### src/rtl/fdf_pkg.sv
package fdf_pkg;

   localparam int INSTR_W = 32;
   localparam int OPC_MSB = 31;
   localparam int OPC_LSB = 26;

   localparam logic [5:0] OPC_BR_EQ  = 6'h11;
   localparam logic [5:0] OPC_BR_NE  = 6'h12;
   localparam logic [5:0] OPC_JUMP   = 6'h13;

   typedef enum logic [1:0] {
      XFER_NONE,
      XFER_EQ,
      XFER_NE,
      XFER_ALWAYS
   } xfer_kind_e;

   function automatic xfer_kind_e classify(input logic [5:0] opc);
      case (opc)
         OPC_BR_EQ: classify = XFER_EQ;
         OPC_BR_NE: classify = XFER_NE;
         OPC_JUMP:  classify = XFER_ALWAYS;
         default:   classify = XFER_NONE;
      endcase
   endfunction

endpackage

### src/rtl/fdf_pipe_reg.sv
module fdf_pipe_reg #(
   parameter int W = 32
) (
   input  logic         clk,
   input  logic         rst,
   input  logic         en,
   input  logic         vld_i,
   input  logic [W-1:0] dat_i,
   output logic         vld_o,
   output logic [W-1:0] dat_o
);

   always_ff @(posedge clk) begin
      if (rst) begin
         vld_o <= 1'b0;
      end else if (en) begin
         vld_o <= vld_i;
      end
   end

   always_ff @(posedge clk) begin
      if (en) begin
         dat_o <= dat_i;
      end
   end

endmodule

### src/rtl/fdf_pc_gen.sv
module fdf_pc_gen #(
   parameter int          AW       = 32,
   parameter logic [AW-1:0] RESET_PC = '0
) (
   input  logic          clk,
   input  logic          rst,
   input  logic          advance,
   input  logic          redirect,
   input  logic [AW-1:0] target,
   output logic [AW-1:0] pc_o
);

   localparam logic [AW-1:0] STEP = AW'(4);

   logic [AW-1:0] pc_next;

   always_comb begin
      pc_next = redirect ? target : (pc_o + STEP);
   end

   always_ff @(posedge clk) begin
      if (rst) begin
         pc_o <= RESET_PC;
      end else if (advance) begin
         pc_o <= pc_next;
      end
   end

endmodule

### src/rtl/fdf_branch_unit.sv
module fdf_branch_unit
   import fdf_pkg::*;
#(
   parameter int AW      = 32,
   parameter int XW      = 32,
   parameter int RIDX_W  = 5,
   parameter int OFF_W   = 16,
   parameter bit ZERO_R0 = 1'b1
) (
   input  logic [INSTR_W-1:0] instr,
   input  logic [AW-1:0]      pc,
   input  logic               valid,
   input  logic [XW-1:0]      rf_da,
   input  logic [XW-1:0]      rf_db,
   output logic [RIDX_W-1:0]  ra,
   output logic [RIDX_W-1:0]  rb,
   output logic [XW-1:0]      opa,
   output logic [XW-1:0]      opb,
   output logic               taken,
   output logic [AW-1:0]      target
);

   localparam int RA_LSB = 21;
   localparam int RB_LSB = 16;

   xfer_kind_e    kind;
   logic [AW-1:0] off_ext;
   logic          same;

   assign ra = instr[RA_LSB +: RIDX_W];
   assign rb = instr[RB_LSB +: RIDX_W];

   generate
      if (ZERO_R0) begin : g_zero_gate
         assign opa = (ra == '0) ? '0 : rf_da;
         assign opb = (rb == '0) ? '0 : rf_db;
      end else begin : g_pass
         assign opa = rf_da;
         assign opb = rf_db;
      end
   endgenerate

   assign off_ext = {{(AW-OFF_W){instr[OFF_W-1]}}, instr[OFF_W-1:0]};
   assign target  = pc + AW'(4) + (off_ext << 2);

   always_comb begin
      kind  = classify(instr[OPC_MSB:OPC_LSB]);
      same  = (opa == opb);
      case (kind)
         XFER_EQ:     taken = valid & same;
         XFER_NE:     taken = valid & ~same;
         XFER_ALWAYS: taken = valid;
         default:     taken = 1'b0;
      endcase
   end

endmodule

### src/rtl/fetch_decode_front.sv
module fetch_decode_front
   import fdf_pkg::*;
#(
   parameter int            AW       = 32,
   parameter int            XW       = 32,
   parameter int            RF_DEPTH = 32,
   parameter int            OFF_W    = 16,
   parameter logic [AW-1:0] RESET_PC = '0,
   parameter bit            ZERO_R0  = 1'b1,
   localparam int           RIDX_W   = $clog2(RF_DEPTH)
) (
   input  logic               clk,
   input  logic               rst,
   input  logic               stall_i,
   output logic [AW-1:0]      imem_addr_o,
   output logic               imem_en_o,
   input  logic [INSTR_W-1:0] imem_rdata_i,
   output logic [RIDX_W-1:0]  rf_ra_o,
   output logic [RIDX_W-1:0]  rf_rb_o,
   input  logic [XW-1:0]      rf_da_i,
   input  logic [XW-1:0]      rf_db_i,
   output logic               dec_valid_o,
   output logic [AW-1:0]      dec_pc_o,
   output logic [INSTR_W-1:0] dec_instr_o,
   output logic [XW-1:0]      dec_opa_o,
   output logic [XW-1:0]      dec_opb_o
);

   localparam int EX_W = AW + INSTR_W + 2 * XW;

   generate
      if (RIDX_W != 5) begin : g_bad_rf
         $error("fetch_decode_front: RF_DEPTH must give 5-bit indices");
      end
      if (OFF_W > AW || OFF_W < 2) begin : g_bad_off
         $error("fetch_decode_front: OFF_W out of range");
      end
      if (RESET_PC[1:0] != 2'b00) begin : g_bad_rst
         $error("fetch_decode_front: RESET_PC must be word aligned");
      end
   endgenerate

   logic          adv;
   logic          redir;
   logic          br_taken;
   logic [AW-1:0] br_target;
   logic [AW-1:0] pc_q;
   logic          d_valid;
   logic [AW-1:0] d_pc;
   logic [XW-1:0] opa;
   logic [XW-1:0] opb;
   logic [EX_W-1:0] ex_d;
   logic [EX_W-1:0] ex_q;

   assign adv   = ~stall_i;
   assign redir = br_taken & adv;

   fdf_pc_gen #(.AW(AW), .RESET_PC(RESET_PC)) u_pc (
      .clk      (clk),
      .rst      (rst),
      .advance  (adv),
      .redirect (redir),
      .target   (br_target),
      .pc_o     (pc_q)
   );

   assign imem_addr_o = pc_q;
   assign imem_en_o   = adv;

   fdf_pipe_reg #(.W(AW)) u_dec_reg (
      .clk   (clk),
      .rst   (rst),
      .en    (adv),
      .vld_i (~redir),
      .dat_i (pc_q),
      .vld_o (d_valid),
      .dat_o (d_pc)
   );

   fdf_branch_unit #(
      .AW(AW), .XW(XW), .RIDX_W(RIDX_W), .OFF_W(OFF_W), .ZERO_R0(ZERO_R0)
   ) u_br (
      .instr  (imem_rdata_i),
      .pc     (d_pc),
      .valid  (d_valid),
      .rf_da  (rf_da_i),
      .rf_db  (rf_db_i),
      .ra     (rf_ra_o),
      .rb     (rf_rb_o),
      .opa    (opa),
      .opb    (opb),
      .taken  (br_taken),
      .target (br_target)
   );

   assign ex_d = {d_pc, imem_rdata_i, opa, opb};

   fdf_pipe_reg #(.W(EX_W)) u_ex_reg (
      .clk   (clk),
      .rst   (rst),
      .en    (adv),
      .vld_i (d_valid),
      .dat_i (ex_d),
      .vld_o (dec_valid_o),
      .dat_o (ex_q)
   );

   assign {dec_pc_o, dec_instr_o, dec_opa_o, dec_opb_o} = ex_q;

endmodule

### config.mk
export PLATFORM = sky130hd
export DESIGN_NAME = fetch_decode_front
export DESIGN_NICKNAME = d
export VERILOG_FILES = /design/src/rtl/fdf_pkg.sv /design/src/rtl/fdf_pipe_reg.sv /design/src/rtl/fdf_pc_gen.sv /design/src/rtl/fdf_branch_unit.sv /design/src/rtl/fetch_decode_front.sv
export SDC_FILE = /design/constraint.sdc
export NUM_CORES = 1
export LEC_CHECK = 0
export ABC_AREA = 1
export BUFFER_PORTS_ARGS = -buffer_cell sky130_fd_sc_hd__buf_4
export CAP_MARGIN = 20
export CORE_MARGIN = 3
export CORE_UTILIZATION = 50
export DETAILED_ROUTE_END_ITERATION = 10
export PLACE_DENSITY = 0.8
export SLEW_MARGIN = 10
export SYNTH_ARGS = -nofsm -noshare
export SYNTH_HDL_FRONTEND = slang
export SYNTH_HIERARCHICAL = 1
export SYNTH_SLANG_ARGS = --single-unit
### constraint.sdc
create_clock -name clk -period 5.57 [get_ports clk]
set_input_delay 0 -clock clk [delete_from_list [all_inputs] [get_ports clk]]
set_output_delay 0 -clock clk [all_outputs]
set_load 0.05 [all_outputs]
## Word-level counts from Yosys, hierarchy flattened

Cells that the tools add are included.

- Add/subtract/negate cells: 3
- Equality and inequality tests: 7
- Mux-type cells: 5
- Bitwise operators: 6
- Reduce and logical (&&, ||, !) cells: 2

Operators by type and width:

| operator | number |
|---|---|
| $mux W32 | 3 |
| $add A32 B3 Y32 const B | 2 |
| $add A32 B32 Y32 | 1 |
| $eq A32 B32 Y1 | 1 |
| $eq A6 B5 Y1 const B | 3 |
| $logic_not A5 Y1 | 2 |
| $pmux W2 S3 | 1 |
| $eq A2 B2 Y1 const B | 2 |
| $and A1 B1 Y1 | 3 |
| $not A1 Y1 | 3 |
| $pmux W1 S3 | 1 |
| $eq A2 B1 Y1 const B | 1 |

- Register bits after elaboration: 194
- Bits of input ports: 99
- Output and inout bits: 172
- Logic and storage cells: 28

## Logic depth before layout (Yosys ltp)

- Word-level depth: 8
- Depth in mapped cells: 25
- Mapped depth without buffers: 23

## Hierarchy

The synthesis kept the hierarchy.

Modules (own cells, without submodules):

| module | instances | cells an instance | area an instance (sq um) | seq. area each (sq um) |
|---|---|---|---|---|
| fdf_pipe_reg (u_ex_reg) | 1 | 135 | 3,888.7 | 3,863.7 |
| fdf_branch_unit | 1 | 600 | 3,289.4 | 0.0 |
| fdf_pc_gen | 1 | 355 | 2,217.1 | 640.6 |
| fdf_pipe_reg (u_dec_reg) | 1 | 39 | 1,006.0 | 980.9 |
| fetch_decode_front | 1 | 4 | 15.0 | 0.0 |

## Worst setup path after synthesis

OpenSTA, ideal clock, no wires.

- Path type: in2reg
- Start point: in stall_i
- End point: reg u_pc.pc_o[7]
- Library setup time: 0.095 ns
- Arrival: 5.042 ns
- Required time: 5.475 ns
- Path slack: 0.432 ns
- Stages: 6
- Path buffers: 1
- Cell sequence: inv_1 -> nand2_1 -> inv_1 -> buf_4 -> nor2_1 -> a221oi_1

- Cells in the longest elaborated chain, start to end: 3

RTL lines:

| what | RTL line | source |
|---|---|---|
| from (decl) | fetch_decode_front.sv:14 | `input logic stall_i,` |
| $not A1 Y1 | fetch_decode_front.sv:55 | `assign adv = ~stall_i;` |
| $and A1 B1 Y1 | fetch_decode_front.sv:56 | `assign redir = br_taken & adv;` |
| $mux W32 | fdf_pc_gen.sv:18 | `pc_next = redirect ? target : (pc_o + STEP);` |
| to (signal assigned) | fdf_pc_gen.sv:25 | `pc_o <= pc_next;` |
| to (decl) | fdf_pc_gen.sv:10 | `output logic [AW-1:0] pc_o` |

Parallel ways exist; a longest one is shown, timed or not.
A chain may end at the register's enable or synchronous reset.

## Final worst setup path

- Start point: in imem_rdata_i[22]
- End point: reg u_pc.pc_o[7]

- Cells in the longest elaborated chain, start to end: 8
- Elaborated cells on any way between the ends: 9
- Those cells by class: eq/ne (1); mux (3); bitwise (4); reduce/logical (1)

RTL lines:

| what | RTL line | source |
|---|---|---|
| from (decl) | fetch_decode_front.sv:17 | `input logic [INSTR_W-1:0] imem_rdata_i,` |
| $logic_not A5 Y1 (*) | fdf_branch_unit.sv:35 | `assign opa = (ra == '0) ? '0 : rf_da;` |
| $mux W32 (*) | fdf_branch_unit.sv:35 |  |
| $eq A32 B32 Y1 (*) | fdf_branch_unit.sv:48 | `same = (opa == opb);` |
| $not A1 Y1 | fdf_branch_unit.sv:51 | `XFER_NE: taken = valid & ~same;` |
| $and A1 B1 Y1 | fdf_branch_unit.sv:51 |  |
| $pmux W1 S3 (*) | fdf_branch_unit.sv:49 | `case (kind)` |
| named net br_taken | fetch_decode_front.sv:45 | `logic br_taken;` |
| $and A1 B1 Y1 (*) | fetch_decode_front.sv:56 |  |
| named net redir | fetch_decode_front.sv:44 | `logic redir;` |
| $mux W32 (*) | fdf_pc_gen.sv:18 |  |

The timed path passes the listed nets; every way through them passes the cells marked *.

==> qor.txt <==
Clock transition at path regs = 80 ps
post-route ant nets = 0
GRT overflow = 0
routed wire length = 30.4 mm
Rows = 52
CP Max Fanout = 32
CTS root buf = clkbuf_16
Post-Syn Area per Cell = 9.19 um^2
final net count = 1650
Syn. warnings = 6
Int Power = 2610 uW
first-pass GRT wire length = 45.9 mm
Min-Delay Path Class = input port to register
post-synthesis cell area = 10400 um^2
die area = 22600 um^2
final hold vios = 0
Initial DRT Pass Iterations = 6
Min Hold Slack = 220 ps
startpoint types = input port
DIE WIDTH = 150 um
H-tree depth = 4
IO buf count = 270
post-route DRC violation count = 0
sequential fraction of design power = 44.1%
vias = 9301
P_sw = 1220 uW
Worst Setup End Kind = register
routed vias/inst = 5.24
P per Cell Area = 270 nW/um^2
postcts setup bufs = 0
commonest non-fill, non-tap cells in the layout = nand2_1 (331), buf_4 (271), edfxtp_1 (160), inv_1 (140), nor2_1 (98)
f_max = 229 MHz
final slew viol count = 0
HPWL Detailed = 21.6 mm
Skew-Pair Late Insertion Delay = 430 ps
final setup TNS = 0 ps
clk sink count = 194
CP Class = input port to register
1st-iter DRT viols = 652
Initial Util = 51.1%
RSZ-0062 raised after global routing = false
Setup violations, final = 0
Die H = 150 um
run status = complete, no violations
Clock Skew = 11.8 ps
register area share after synthesis = 52.7%
P_leak = 0.00667 uW
Area Overhead vs Synth = 36.3%
Clock power frac = 33.3%
Clock Path Buffers = 2
CTS tree = yes
Crit path required time = 5910 ps
worst vdd ir = 0.210 mV
total of max-cap violations = 0
Worst Tran Pin Value = 1050 ps
flops & latches, synth = 194
total CTS buffers = 17
largest net degree at the start of global routing = 122
share of cells above drive strength 1 = 23.3%
min Tclk post-route = 4360 ps
final worst path period share = 78.2%
vias in the first global route = 9058
initial antenna violation count = 1
syn nets = 1294
Comb power frac = 22.5%
Final Wtd Congestion = 0.912
core region area = 20400 um^2
gr usage total = 26.0%
Gate Count Post-Synth = 1133
most common cell after layout, fill and taps aside = nand2_1
CP arrival = 4700 ps
switching part of the total = 31.7%
unique cell type count in the Yosys netlist = 40
IO Pins = 271
WL/cell = 17.1 um
Slew HR = 30.2%
[power by group through the flow]
| stage | Clock (uW) | Combinational, uW | Sequential, uW |
|---|---|---|---|
| 4_1_cts | 1310 | 855 | 1690 |
| 2_1_floorplan | 0 | 284 | 1970 |
| 3_3_place_gp | 0 | 789 | 1720 |
| 5_1_grt | 1360 | 919 | 1700 |
| 3_5_place_dp | 0 | 793 | 1720 |
| 6_report | 1280 | 863 | 1690 |
[cells by family after synthesis]
family | share of synthesized area [%]
buffers and inverters | 7.42
adders and majority gates | 7.52
AOI/OAI and AO/OA | 6.83
xor gates and xnor gates | 3.36
DFF | 52.7
and+or+nand+nor | 22.2
[metrics by stage]
step	setup WS [ps]	std cells	total power, uW	util, %	instance area, um^2
after detailed placement	1430	1643	2510	61.8	12600
after CTS	1330	1772	3850	69.7	14200
after global placement	1560	1643	2510	61.8	12600
after floorplan	432	1133	2260	-	10400
final	1210	1775	3830	69.7	14200
after global routing	776	1773	3970	69.7	14200
[synth_stat cells, drive strengths merged]
cell type | count | area, um^2
nand2 | 343 | 1330
edfxtp | 160 | 4800
inv | 150 | 563
nor2 | 112 | 531
ha | 61 | 763
nand3 | 54 | 280
a21oi | 50 | 273
dfxtp | 34 | 681
o21ai | 28 | 140
buf | 25 | 180
xnor2 | 21 | 184
xor2 | 19 | 166
nor3 | 12 | 60.1
a211oi | 11 | 82.6
o211ai | 10 | 75.1
nand4 | 8 | 50.1
and2 | 6 | 37.5
clkbuf | 6 | 22.5
a31oi | 4 | 25.0
o21a | 4 | 30.0
o21bai | 4 | 37.5
a21o | 2 | 15.0
clkinv | 2 | 7.51
o221ai | 2 | 17.5
a21boi | 1 | 7.51
a221oi | 1 | 8.76
and3 | 1 | 6.26
fa | 1 | 20.0
nand3b | 1 | 20.0
[worst max-delay path: stages]
cell,delay [ps]
dlygate4sd3_1,530
buf_4,140
nor2_1,130
nand3_2,620
nand2_1,370
nand2_1,140
nand2_1,110
nand2_1,70
nor2_1,110
nand2_1,50
nor2_1,120
nand2_1,60
nand2_1,50
nand3_1,60
a21oi_1,190
inv_1,60
nor2_1,250
nand2_1,400
inv_1,780
nor2_1,100
a221oi_1,310
[path summary, 6_finish.rpt]
path | depth (start not counted) | start | slack, ps | to
worst max-delay path | 21 | imem_rdata_i[22] | 1210 | u_pc/pc_o[7]$_SDFFE_PP0P_
worst min-delay path | 4 | stall_i | 220 | u_pc/pc_o[5]$_SDFFE_PP0P_
worst max register to register | 18 | u_dec_reg/dat_o[3]$_DFFE_PP_ | 2400 | u_pc/pc_o[31]$_SDFFE_PP0P_
worst min register to register | 0 | u_dec_reg/dat_o[11]$_DFFE_PP_ | 460 | u_ex_reg/dat_o[107]$_DFFE_PP_
[layout make-up]
cell class	count	area, um^2
multi-input cells	756	4160
fillers	1532	6160
flip-flops and latches	194	5490
clock buffers	18	439
well taps	270	338
diodes	3	7.51
repair buffers	368	3010
clock inverters	14	193
inverters	152	576
[routing by layer]
layer	up-vias	GRT usage, %	part of all wire [%]
met5	-	0	0
met4	0	9.33	2.9
met3	74	6.05	9.2
met2	504	46.9	51
met1	4278	30.3	37
li1	4445	-	-
[registers in the layout, indices dropped and copies added (netlist names)]
signal and flops:
u_pc/pc_o 32, u_ex_reg/dat_o 128, u_ex_reg/vld_o 1, u_dec_reg/dat_o 32, u_dec_reg/vld_o 1
[repair_timing]
item,in CTS,in global routing
gates resized for setup,0,0
hold buffers,97,0
setup endpoints to repair,0,0
hold endpoints to repair,112,0
Note: power is estimated with default switching activity, not from simulation.
